`src/rtl/irq_pkg.sv`:
```
package irq_pkg;
    localparam int IRQ_NREG  = 4;
    localparam int IRQ_WIDTH = 8;
    localparam int IRQ_AW    = 4;
    localparam int IRQ_PINS  = 2;

    typedef enum logic [0:0] {
        PIN_QUIET  = 1'b0,
        PIN_ACTIVE = 1'b1
    } pin_state_e;
endpackage

```
`src/rtl/irq_status_bank.sv`:
```
module irq_status_bank #(
    parameter int W = 8
) (
    input  logic         clk,
    input  logic         rst_n,
    input  logic [W-1:0] evt,
    input  logic         rd_clr,
    input  logic         mask_we,
    input  logic [W-1:0] mask_wdata,
    output logic [W-1:0] status,
    output logic [W-1:0] mask
);
    logic [W-1:0] status_nxt;

    // clear on read first, then new events set bits so none is lost
    always_comb begin
        status_nxt = rd_clr ? '0 : status;
        status_nxt = status_nxt | evt;
    end

    always_ff @(posedge clk or negedge rst_n) begin
        if (!rst_n) begin
            status <= '0;
        end else begin
            status <= status_nxt;
        end
    end

    always_ff @(posedge clk or negedge rst_n) begin
        if (!rst_n) begin
            mask <= '0;
        end else if (mask_we) begin
            mask <= mask_wdata;
        end
    end
endmodule

```
`src/rtl/irq_route_merge.sv`:
```
module irq_route_merge #(
    parameter int NREG = 4,
    parameter int W    = 8,
    parameter int PINS = 2
) (
    input  logic [NREG*W-1:0]    status_flat,
    input  logic [NREG*W-1:0]    mask_flat,
    input  logic [NREG*PINS-1:0] route,
    output logic [PINS-1:0]      pending
);
    logic [NREG-1:0] reg_hot;

    genvar gi, gp;
    generate
        for (gi = 0; gi < NREG; gi++) begin : g_reg
            assign reg_hot[gi] = |(status_flat[gi*W +: W] & mask_flat[gi*W +: W]);
        end
        for (gp = 0; gp < PINS; gp++) begin : g_pin
            logic [NREG-1:0] sel;
            for (gi = 0; gi < NREG; gi++) begin : g_sel
                assign sel[gi] = reg_hot[gi] & route[gi*PINS + gp];
            end
            assign pending[gp] = |sel;
        end
    endgenerate
endmodule

```
`src/rtl/irq_pin_fsm.sv`:
```
module irq_pin_fsm
    import irq_pkg::*;
(
    input  logic clk,
    input  logic rst_n,
    input  logic pending,
    output logic irq_n
);
    pin_state_e state, state_nxt;

    always_comb begin
        state_nxt = state;
        unique case (state)
            PIN_QUIET:  if (pending)  state_nxt = PIN_ACTIVE; // RAISE
            PIN_ACTIVE: if (!pending) state_nxt = PIN_QUIET;  // RELEASE
            default:    state_nxt = PIN_QUIET;
        endcase
    end

    always_ff @(posedge clk or negedge rst_n) begin
        if (!rst_n) begin
            state <= PIN_QUIET;
        end else begin
            state <= state_nxt;
        end
    end

    always_comb begin
        unique case (state)
            PIN_ACTIVE: irq_n = 1'b0;
            default:    irq_n = 1'b1;
        endcase
    end
endmodule

```
`src/rtl/dual_irq_ctrl.sv`:
```
module dual_irq_ctrl
    import irq_pkg::*;
#(
    parameter int NREG = IRQ_NREG,
    parameter int W    = IRQ_WIDTH,
    parameter int AW   = IRQ_AW,
    parameter int PINS = IRQ_PINS
) (
    input  logic                clk,
    input  logic                rst_n,
    input  logic                reg_cs,
    input  logic                reg_we,
    input  logic [AW-1:0]       reg_addr,
    input  logic [W-1:0]        reg_wdata,
    output logic [W-1:0]        reg_rdata,
    input  logic [NREG*W-1:0]   evt,
    output logic [PINS-1:0]     irq_n
);
    localparam int RW        = NREG * PINS;
    localparam int MASK_BASE = NREG;
    localparam int ROUTE_ADR = 2 * NREG;

    logic [NREG*W-1:0] status_flat;
    logic [NREG*W-1:0] mask_flat;
    logic [NREG-1:0]   clr_vec;
    logic [NREG-1:0]   mask_we_vec;
    logic [RW-1:0]     route;
    logic [PINS-1:0]   pending;
    logic [W-1:0]      route_rd;
    logic              rd_cycle;
    logic              wr_cycle;

    assign rd_cycle = reg_cs && !reg_we;
    assign wr_cycle = reg_cs &&  reg_we;

    genvar gi;
    generate
        for (gi = 0; gi < NREG; gi++) begin : g_bank
            assign clr_vec[gi]     = rd_cycle && (int'(reg_addr) == gi);
            assign mask_we_vec[gi] = wr_cycle && (int'(reg_addr) == MASK_BASE + gi);

            irq_status_bank #(.W(W)) u_bank (
                .clk        (clk),
                .rst_n      (rst_n),
                .evt        (evt[gi*W +: W]),
                .rd_clr     (clr_vec[gi]),
                .mask_we    (mask_we_vec[gi]),
                .mask_wdata (reg_wdata),
                .status     (status_flat[gi*W +: W]),
                .mask       (mask_flat[gi*W +: W])
            );
        end

        if (RW < W) begin : g_rpad
            assign route_rd = {{(W-RW){1'b0}}, route};
        end else begin : g_rfull
            assign route_rd = route[W-1:0];
        end
    endgenerate

    always_ff @(posedge clk or negedge rst_n) begin
        if (!rst_n) begin
            route <= '0;
        end else if (wr_cycle && (int'(reg_addr) == ROUTE_ADR)) begin
            route <= reg_wdata[RW-1:0];
        end
    end

    always_comb begin
        reg_rdata = '0;
        for (int i = 0; i < NREG; i++) begin
            if (int'(reg_addr) == i)             reg_rdata = status_flat[i*W +: W];
            if (int'(reg_addr) == MASK_BASE + i) reg_rdata = mask_flat[i*W +: W];
        end
        if (int'(reg_addr) == ROUTE_ADR) reg_rdata = route_rd;
    end

    irq_route_merge #(.NREG(NREG), .W(W), .PINS(PINS)) u_merge (
        .status_flat (status_flat),
        .mask_flat   (mask_flat),
        .route       (route),
        .pending     (pending)
    );

    genvar gp;
    generate
        for (gp = 0; gp < PINS; gp++) begin : g_pin
            irq_pin_fsm u_fsm (
                .clk     (clk),
                .rst_n   (rst_n),
                .pending (pending[gp]),
                .irq_n   (irq_n[gp])
            );
        end
    endgenerate
endmodule

```
`config.mk`:
```
export PLATFORM = sky130hd
export DESIGN_NAME = dual_irq_ctrl
export DESIGN_NICKNAME = d
export VERILOG_FILES = /design/src/rtl/irq_pkg.sv /design/src/rtl/irq_status_bank.sv /design/src/rtl/irq_route_merge.sv /design/src/rtl/irq_pin_fsm.sv /design/src/rtl/dual_irq_ctrl.sv
export SDC_FILE = /design/constraint.sdc
export NUM_CORES = 1
export LEC_CHECK = 0
export CAP_MARGIN = 15
export CORE_ASPECT_RATIO = 0.75
export CORE_MARGIN = 5
export CORE_UTILIZATION = 25
export DETAILED_ROUTE_END_ITERATION = 6
export HOLD_SLACK_MARGIN = 0.08
export SETUP_SLACK_MARGIN = 0.5
export SYNTH_ARGS = -nofsm -noshare
export SYNTH_HDL_FRONTEND = slang
export SYNTH_SLANG_ARGS = --single-unit
```
`constraint.sdc`:
```
create_clock -name clk -period 2.6 [get_ports clk]
set_clock_uncertainty 0.15 [all_clocks]
set_input_delay 0.52 -clock clk [delete_from_list [all_inputs] [get_ports clk]]
set_output_delay 0.52 -clock clk [all_outputs]
set_load 0.01 [all_outputs]
```
Word level (Yosys, flattened, before mapping)
Index checks and enable logic that the tools add are counted.
{"block": "classes", "n_eq_ne": 8, "mux": 17, "bitwise_logic": 16, "reduce_logical": 19}
{"operator": "$mux 8", "n": 13}
{"operator": "$and 8x8->8", "n": 4}
{"operator": "$or 8x8->8", "n": 4}
{"operator": "$reduce_or 8->1", "n": 4}
{"operator": "$eq 4x4->1 const B", "n": 5}
{"operator": "$logic_and 1x1->1", "n": 11}
{"operator": "$and 1x1->1", "n": 8}
{"operator": "$eq 4x3->1 const B", "n": 2}
{"operator": "$reduce_or 4->1", "n": 2}
{"operator": "$eq 4x2->1 const B", "n": 1}
{"operator": "$logic_not 4->1", "n": 1}
{"operator": "$mux 1", "n": 4}
{"operator": "$logic_not 1->1", "n": 1}
{"block": "word_totals", "reg_bits": 74, "in_bits": 48, "output_inout_bits": 10}

Logic depth before layout (Yosys ltp)
Gate-level depths: netlist (run 1).
{"block": "depth", "ltp_word": 10, "ltp_mapped": 7, "ltp_nobuf": 5}

Cells and area by module
From an unflattened synthesis (run 1), not the netlist that was laid out.
{"block": "hier_totals", "hier_cells": 334, "area_unflattened_um2": 3813.7}
{"module": "irq_status_bank", "n_inst": 4, "cells_per_inst": 34, "area_per_inst_um2": 595.6}
{"module": "dual_irq_ctrl", "n_inst": 1, "cells_per_inst": 168, "area_per_inst_um2": 1151.1}
{"module": "irq_route_merge", "n_inst": 1, "cells_per_inst": 26, "area_per_inst_um2": 222.7}
{"module": "irq_pin_fsm", "n_inst": 2, "cells_per_inst": 2, "area_per_inst_um2": 28.8}

Worst setup path before layout (run 1)
OpenSTA, ideal clock, no wires.
{"block": "synth_timing", "kind": "in2out", "startpoint": "input reg_addr[1]", "endpoint": "output reg_rdata[0]", "arrival_time_ps": 1751, "t_required_ps": 1930, "path_slack_ps": 179, "cell_stages": 7, "cell_sequence": "buf_2 -> or2_1 -> clkbuf_1 -> a221o_1 -> o22ai_1 -> a21oi_1 -> o21ai_0"}
{"block": "synth_via", "elab_chain_cells": 10, "elab_cells_between_ends": 18, "cone_classes": "eq/ne (8); mux (9); reduce/logical (1)"}
{"item": "start, declared", "line": "dual_irq_ctrl.sv:13", "text": "input logic [AW-1:0] reg_addr,"}
{"item": "$logic_not 4->1", "line": "dual_irq_ctrl.sv:72", "text": "if (int'(reg_addr) == i) reg_rdata = status_flat[i*W +: W];"}
{"item": "$mux 8", "line": "dual_irq_ctrl.sv:72"}
{"item": "$mux 8", "line": "dual_irq_ctrl.sv:73", "text": "if (int'(reg_addr) == MASK_BASE + i) reg_rdata = mask_flat[i*W +: W];"}
{"item": "$mux 8", "line": "dual_irq_ctrl.sv:72"}
{"item": "$mux 8", "line": "dual_irq_ctrl.sv:73"}
{"item": "$mux 8", "line": "dual_irq_ctrl.sv:72"}
{"item": "$mux 8", "line": "dual_irq_ctrl.sv:73"}
{"item": "$mux 8", "line": "dual_irq_ctrl.sv:72"}
{"item": "$mux 8", "line": "dual_irq_ctrl.sv:73"}
{"item": "$mux 8 *", "line": "dual_irq_ctrl.sv:75", "text": "if (int'(reg_addr) == ROUTE_ADR) reg_rdata = route_rd;"}
{"item": "end, declared", "line": "dual_irq_ctrl.sv:15", "text": "output logic [W-1:0] reg_rdata,"}
Mark *: on every way between the ends. The rest lies on a longest branch, timed or not.

Worst setup path in the final report (run 1)
{"block": "layout_timing", "startpoint": "input reg_addr[0]", "endpoint": "output reg_rdata[7]"}
Same word-level chain as after synthesis.

==> impl_metrics.yaml, run 1 <==
detailed_routing:
  initialDrtViolationCount: 242
  vias: 3122
  drtAntennaViolNets: 0
  viasPerCell: 4.917
  drt_wl_total_um: 11830
  drc: 0
  first_pass_iters: 5
  routedWlPerCell_um: 18.63
critical_path:
  path_class: "in -> out"
  regToRegStartpoint: "g_bank[0].u_bank.status[5]"
  rr_worst_depth: 4
  reg2reg_slack_ns: 1.16
  worstPathMaxFanout: 8
  rr_endpoint: "g_pin[0].u_fsm.state"
  crit_arrival_ns: 1.76
  crit_required_ns: 1.93
  start_kind: "input pin"
  critPathCaptureType: "output pin"
final_layout:
  final.fill_count: 1425
  drive_gt1_share_pct: 37.47
  layout_common_cells: "74 x dfrtp_1, 44 x clkdlybuf4s50_1, 40 x mux2_2"
  syn_to_final_growth_pct: 46.48
  diodes: 0
  final_util_pct: 37.28
  layout_commonest_cell: "dfrtp_1"
  fin_area_um2: 5370
  nets: 478
run_status:
  run_status: "complete, no violations"
floorplanning:
  core.rowCount: 38
  die_x_um: 149.8
  die_height_um: 114.9
  ios: 58
  dieArea_um2: 17210
  start_util_pct: 25.45
  core_um2: 14410
logic_synthesis:
  syn_inst: 336
  yosys_warnings: 0
  avgSynthCellArea_um2: 10.91
  syn-num-nets: 384
  ys_ff_latch: 74
  synthesis.area_um2: 3666
  synth_area_leader_cell: "dfrtp_1"
  synth_top_cell_area_share_pct: 50.51
  ys_seq_area_share_pct: 50.51
  synthTopCellsByArea: "dfrtp_1 51%, mux2_2 12%, a21o_1 6.6%"
  yosysUniqueCellTypes: 35
hold_path:
  hp-class: "reg -> reg"
  min_from: "g_bank[3].u_bank.status[5]"
  min_to: "g_bank[3].u_bank.status[5]"
  hold_depth: 1
clock_tree:
  clock-sinks: 74
  clockBufferDepth: 2
  cts_tree: "done"
  clk_pin_slew_ns: 0.06
  cts_root_buf: "clkbuf_16"
  ctsHtreeMaxLevel: 3
  cts_buffers: 9
  clkLatencyLatePin_ns: 0.34
sta:
  setup_viol: 0
  drv_slew: 0
  period_needed_ns: 2.432
  rsz0062_at_grt: "yes"
  finalHoldViolCount: 0
  fmax_mhz: 411.1
  tightestPinTransition_ns: 0.6084
  relSlewSlack_pct: 59.44
  timing.final.crit_share_pct: 93.55
power_and_ir_drop:
  power.total_mw: 3.387
  power_density_nw_per_um2: 630.7
  max-vdd-ir-drop_mv: 0.3220
  p_leak_nw: 2.146
global_route:
  grt_pass1_wl_um: 18470
  grt_pass1_vias: 3194
  grt_max_degree: 28
  grt_use_total_pct: 14.25
  antenna_found_initial: 0
  overflow: 0
place:
  gp_congestion: 0.8883
  port_buffers: 57
  placed_area_um2: 4707
  dp_hpwl_um: 8827
flow_run:
  cap_violations: 0
-- metrics by stage --
step,instances,setup WS [ns],setup TNS (ns),hold slack (ns)
final,635,0.1676,0,0.3766
after global routing,635,0.1214,0,0.4019
after CTS,633,0.1482,0,0.3768
after detailed placement,604,-0.7636,-8.453,0.3631
after global placement,604,-0.7590,-7.653,0.3522
after floorplan,336,0.3565,0,0.07441
-- metal layers --
metal | track usage [%] | up-vias | share of wire, %
met5 | 0 | - | 0
met4 | 4.753 | 0 | 1.9
met3 | 3.980 | 16 | 6.7
met2 | 20.55 | 105 | 44
met1 | 20.59 | 1570 | 48
li1 | - | 1431 | -
-- logic make-up after synthesis --
family / share of synthesized area [%]
flip-flops: 50.51
buffers and inverters: 3.345
multiplexers: 13.11
AO/OA/AOI/OAI: 20.34
AND/OR/NAND/NOR: 12.70
-- state kept, by name, indices dropped and copies added (netlist names) --
name and cells:
g_bank.u_bank.mask 32, g_bank.u_bank.status 32, route 8, g_pin.u_fsm.state 2
-- how the worst max path moves through the flow --
stage / start / endpoint / slack [ns] / cells past startpoint
2_1_floorplan: reg_addr[1] / reg_rdata[0] / 0.36 / 7
3_3_place_gp: reg_addr[2] / reg_rdata[2] / -0.76 / 8
3_5_place_dp: reg_addr[2] / reg_rdata[2] / -0.76 / 8
4_1_cts: reg_addr[2] / reg_rdata[3] / 0.15 / 9
5_1_grt: reg_addr[0] / reg_rdata[7] / 0.12 / 9
6_report: reg_addr[0] / reg_rdata[7] / 0.17 / 9
-- cell usage after synthesis, drive strengths merged --
master	instances
nor2b	1
nand2b	8
nor2	12
a31oi	1
a21oi	21
a22oi	20
mux2	40
dfrtp	74
and2b	1
o22ai	8
clkbuf	4
and3b	1
a221oi	1
a21o	32
nand4	5
or2	1
o21ai	23
nand2	27
mux2i	3
inv	10
nand3	10
nor3b	3
a221o	7
nand3b	2
buf	12
nor4b	2
nor3	7
-- critical path, cell delays in order --
cell     delay (ns)
buf_8          0.10
buf_12         0.13
nor3b_2        0.17
buf_4          0.19
a21oi_2        0.04
o22ai_2        0.21
a21oi_2        0.09
o21ai_2        0.15
buf_2          0.16
-- layout make-up --
class,instances,area (µm²),share of cell area [%]
clock buffer,11,242.7,4.520
clock inverter,5,77.57,1.445
inverter,10,37.54,0.6990
multi-input combinational,236,1893,35.25
sequential,74,1852,34.48
tap,200,250.2,4.660
timing repair buffer,99,1017,18.94
-- power breakdown --
group / leakage (nW) / total [mW] / internal [mW] / switching, mW
registers: 0.816 / 1.43 / 1.29 / 0.135
clock network: 0.156 / 1.32 / 0.862 / 0.462
logic: 1.17 / 0.635 / 0.353 / 0.282
total: 2.15 / 3.39 / 2.51 / 0.879
-- what timing repair did --
item,in CTS,in global routing
cloned,3,0
endpoints found under the hold margin,24,0
hold buffers,1,0
endpoints found under the setup margin,56,20
setup buffers,9,2
pin swaps,22,16
resized for setup,86,21
Power figures use the tool's default switching activity.
==> inputs of run 2 (changes only) <==
Settings changed: CELL_PAD_IN_SITES_DETAIL_PLACEMENT set to 1, CELL_PAD_IN_SITES_GLOBAL_PLACEMENT set to 1, PLACE_DENSITY_LB_ADDON set to 0.1.
==> run 2 against run 1 <==
- cell area rose by 0.98%
- largest cell class unchanged
- highest routed layer unchanged
- critical path type unchanged
- clock power rose by 5%
- utilization rose by 0.36 points
- final cell count rose by 1.7%
- first-iteration DRC count fell by 43%
==> impl_metrics.yaml, run 2 (synthesis results as in run 1) <==
sta:
  timing.final.crit_share_pct: 94.63
  tightestPinTransition_ns: 0.5592
  relSlewSlack_pct: 62.72
  holdWs_ns: 0.3787
  period_needed_ns: 2.460
  finalHoldViolCount: 0
  drv_slew: 0
  rsz0062_at_grt: "yes"
  setup_viol: 0
  fmax_mhz: 406.4
clock_tree:
  cts_buffers: 9
  clock-sinks: 74
  clk_pin_slew_ns: 0.06
  cts_root_buf: "clkbuf_16"
  cts_tree: "done"
  clkLatencyLatePin_ns: 0.34
  clockBufferDepth: 2
  ctsHtreeMaxLevel: 3
detailed_routing:
  drc: 0
  drtAntennaViolNets: 0
  drt_wl_total_um: 13450
  initialDrtViolationCount: 139
  vias: 3110
  routedWlPerCell_um: 20.82
  viasPerCell: 4.814
  first_pass_iters: 5
place:
  placed_area_um2: 4817
  gp_congestion: 0.8352
  dp_hpwl_um: 10220
  port_buffers: 57
final_layout:
  final_util_pct: 37.64
  diodes: 0
  syn_to_final_growth_pct: 47.92
  drive_gt1_share_pct: 36.77
  nets: 489
  layout_commonest_cell: "dfrtp_1"
  layout_common_cells: "73 x dfrtp_1, 44 x clkdlybuf4s50_1, 40 x mux2_2"
  reg.largest.list: "g_bank.u_bank.mask: 32 flops, g_bank.u_bank.status: 32 flops, route: 8 flops"
  fin_area_um2: 5423
global_route:
  antenna_found_initial: 0
  grt_use_met2_pct: 23.67
  grt.met1_usage_pct: 24.77
  grt_max_degree: 42
  grtUsageMet3_pct: 4.334
  grt_pass1_wl_um: 21070
  overflow: 0
  grt_pass1_vias: 3386
  grt_use_total_pct: 16.43
  grt.busiest_layer: "met1"
floorplanning:
  die_height_um: 114.9
  core_um2: 14410
  start_util_pct: 25.45
  ios: 58
  dieArea_um2: 17210
  die_x_um: 149.8
  core.rowCount: 38
critical_path:
  critPathCaptureType: "output pin"
  crit_arrival_ns: 1.79
  start_kind: "input pin"
  crit_required_ns: 1.93
  worstPathMaxFanout: 5
  path_class: "in -> out"
hold_path:
  hp-class: "reg -> reg"
flow_run:
  cap_violations: 0
power_and_ir_drop:
  p_leak_nw: 2.173
  power_density_nw_per_um2: 638.4
  max-vdd-ir-drop_mv: 0.3294
run_status:
  run_status: "complete, no violations"
## run 2: changes by cell type in the layout (fill, tap and decap cells not counted), sizes merged
cell	change
clkinvlp	-1
bufbuf	-1
clkbuf	+2
buf	+11
## run 2: timing repair
item / CTS / global route
gates resized for setup: 95 / 11
gates cloned: 0 / 1
setup buffers: 6 / 2
setup endpoints to repair: 80 / 17
endpoints found under the hold margin: 40 / 0
hold buffers: 1 / 0
pin swaps: 20 / 10
## run 2: worst max-delay path: stages
cell,delay [ns]
buf_6,0.11
and3b_2,0.25
buf_4,0.16
a21oi_1,0.20
o22ai_2,0.13
a21oi_2,0.21
o21ai_2,0.08
buf_2,0.14
## run 2: worst paths after layout
check / start / endpoint / slack [ns] / cells past startpoint
min reg2reg: g_bank[2].u_bank.status[4] / g_bank[2].u_bank.status[4] / 0.38 / 1
max in group asynchronous: rst_n / route[5] / 1.13 / 3
max reg2reg: g_bank[0].u_bank.status[6] / g_pin[0].u_fsm.state / 1.02 / 5
min in group asynchronous: rst_n / g_bank[0].u_bank.status[2] / 0.56 / 2
max: reg_addr[0] / reg_rdata[2] / 0.14 / 8
min: g_bank[2].u_bank.status[4] / g_bank[2].u_bank.status[4] / 0.38 / 1
## run 2: metal layers
layer	wire length [µm]	part of all wire, %
met1	6969	52
met2	5648	42
met3	696	5.2
met4	133	0.99
met5	0	0
## run 2: area by class of cell
| type | instances | area, µm² |
|---|---|---|
| Clock buffer | 12 | 256.5 |
| Clock inverter | 4 | 73.82 |
| Fill cell | 1563 | 8984 |
| Inverter | 10 | 37.54 |
| Multi-Input combinational cell | 236 | 1863 |
| Sequential cell | 74 | 1853 |
| Tap cell | 200 | 250.2 |
| Timing Repair Buffer | 110 | 1089 |
## run 2: stage by stage
stage / power [mW] / TNS (ns) / std cells / setup slack, ns
after floorplan: 1.732 / 0 / 336 / 0.3565
after global placement: 2.033 / -15.79 / 620 / -0.9618
after detailed placement: 2.050 / -16.88 / 620 / -0.9224
after CTS: 3.487 / 0 / 643 / 0.1547
after global routing: 3.626 / 0 / 646 / 0.1053
final: 3.462 / 0 / 646 / 0.1396
## run 2: where the power goes
part           total [mW]  internal [mW]  switching (mW)
clock network        1.39          0.893           0.494
logic               0.644          0.348           0.296
registers            1.43           1.29           0.138
total                3.46           2.53           0.928
==> inputs of run 3 (changes only) <==
Settings changed: CORE_ASPECT_RATIO 0.75 to 1.25.
==> run 3 against run 2 <==
- non-clock buffer count shrank 3
- total power shrank 3.9%
- hold slack lost 0.0040 ns
- register-to-register slack lost 0.06 ns
- count of clock-buffer cells in the layout is the same
- flip-flop and latch count is the same
- sequential share of layout area grew 0.064 points
- first-iteration DRC count shrank 16%
- maximum frequency shrank 2.2%
- largest power group unchanged
==> impl_metrics.yaml, run 3 (synthesis results as in run 1) <==
place:
  placed_area_um2: 4765
  dp_hpwl_um: 9887
  port_buffers: 57
  gp_congestion: 0.8121
floorplanning:
  dieArea_um2: 17200
  ios: 58
  die_height_um: 145.4
  die_x_um: 118.3
  start_util_pct: 25.45
  core_um2: 14410
  core.rowCount: 49
final_layout:
  final_util_pct: 37.54
  layout_commonest_cell: "dfrtp_1"
  layout_common_cells: "74 x dfrtp_1, 44 x clkdlybuf4s50_1, 40 x mux2_2"
  syn_to_final_growth_pct: 47.54
  nets: 486
  fin_area_um2: 5409
  diodes: 0
  drive_gt1_share_pct: 36.57
  reg.largest.list: "g_bank.u_bank.mask: 32 flops, g_bank.u_bank.status: 32 flops, route: 8 flops"
detailed_routing:
  drc: 0
  routedWlPerCell_um: 21.36
  vias: 3068
  drtAntennaViolNets: 0
  initialDrtViolationCount: 117
  drt_wl_total_um: 13270
  first_pass_iters: 4
  viasPerCell: 4.940
critical_path:
  critPathCaptureType: "output pin"
  crit_required_ns: 1.93
  reg2reg_slack_ns: 0.96
  start_kind: "input pin"
  regToRegStartpoint: "g_bank[1].u_bank.status[5]"
  rr_worst_depth: 5
  worstSetupEndpoint: "reg_rdata[3]"
  worstPathMaxFanout: 7
  path_class: "in -> out"
  rr_endpoint: "g_pin[1].u_fsm.state"
  crit_arrival_ns: 1.85
  startpoint: "reg_addr[2]"
power_and_ir_drop:
  max-vdd-ir-drop_mv: 0.2714
  seq_power_share_pct: 42.7
  power.total_mw: 3.328
  p_int_mw: 2.398
  p_leak_nw: 2.157
  power_density_nw_per_um2: 615.3
  p_clk_share_pct: 37.4
  p_comb_share_pct: 19.8
  power.switching_mw: 0.9303
  p_sw_share_pct: 27.95
sta:
  drv_slew: 0
  fmax_mhz: 397.4
  finalHoldViolCount: 0
  rsz0062_at_grt: "yes"
  setup_viol: 0
  timing.final.crit_share_pct: 96.79
  holdWs_ns: 0.3747
  period_needed_ns: 2.517
  relSlewSlack_pct: 60.75
  tightestPinTransition_ns: 0.5887
  tns_ns: 0
hold_path:
  hp-class: "reg -> reg"
clock_tree:
  clkLatencyLatePin_ns: 0.34
  cts_buffers: 9
  clockBufferDepth: 2
  cts_tree: "done"
  ctsHtreeMaxLevel: 3
  clk_pin_slew_ns: 0.06
  clock-sinks: 74
  cts_root_buf: "clkbuf_16"
global_route:
  overflow: 0
  grt_pass1_vias: 3519
  grt_max_degree: 43
  grt_use_total_pct: 15.80
  antenna_found_initial: 0
  grt_pass1_wl_um: 20730
flow_run:
  cap_violations: 0
run_status:
  run_status: "complete, no violations"
==> run 3: cell types whose count changed in the layout (fill, tap and decap cells not counted), sizes merged <==
cell    previous run  this run
buf               64        62
bufinv             2         1
clkbuf            13        12
clkinv             2         3
==> run 3: layer usage <==
metal,track usage [%],routed length [µm]
met5,0,0
met4,6.081,386
met3,2.877,362
met2,27.22,6775
met1,19.49,5741
==> run 3: repair_timing <==
action,4_1_cts,5_1_grt
pin swaps,25,9
gates cloned,2,0
hold endpoints to repair,41,0
buffers inserted,8,1
gates resized for setup,100,8
hold buffers,1,0
setup endpoints to repair,57,17
==> run 3: power groups by stage <==
stage	sequential, mW	clock [mW]	combinational [mW]
6_report	1.42	1.25	0.660
5_1_grt	1.44	1.32	0.721
4_1_cts	1.42	1.28	0.663
3_5_place_dp	1.43	0	0.617
3_3_place_gp	1.43	0	0.609
2_1_floorplan	1.39	0	0.344
==> run 3: stage by stage <==
step / std cells / setup slack (ns)
final: 621 / 0.08340
after CTS: 620 / 0.08731
after floorplan: 336 / 0.3565
after global placement: 593 / -0.9455
after detailed placement: 593 / -0.9659
after global routing: 621 / 0.03258
==> run 3: worst min path at each step <==
stage,cells after the start,startpoint,to
after detailed placement,1,g_bank[2].u_bank.status[2],g_bank[2].u_bank.status[2]
after global routing,1,g_bank[2].u_bank.status[4],g_bank[2].u_bank.status[4]
after CTS,1,g_bank[2].u_bank.status[2],g_bank[2].u_bank.status[2]
after global placement,1,g_bank[2].u_bank.status[5],g_bank[2].u_bank.status[5]
after floorplan,0,rst_n,g_bank[0].u_bank.mask[0]
final,1,g_bank[1].u_bank.status[3],g_bank[1].u_bank.status[3]
==> run 3: layout make-up <==
cell class / instances / area (µm²)
multi-input cells: 236 / 1943
repair buffers: 107 / 1065
clock inverters: 4 / 52.55
well taps: 178 / 222.7
inverters: 10 / 37.54
fillers: 1567 / 8999
flip-flops and latches: 74 / 1852
clock buffers: 12 / 236.5
==> run 3: critical path: stages <==
cell     delay (ns)
buf_12         0.12
buf_12         0.13
buf_4          0.15
nor3_1         0.34
o22ai_4        0.16
a21oi_2        0.20
o21ai_2        0.09
buf_2          0.14
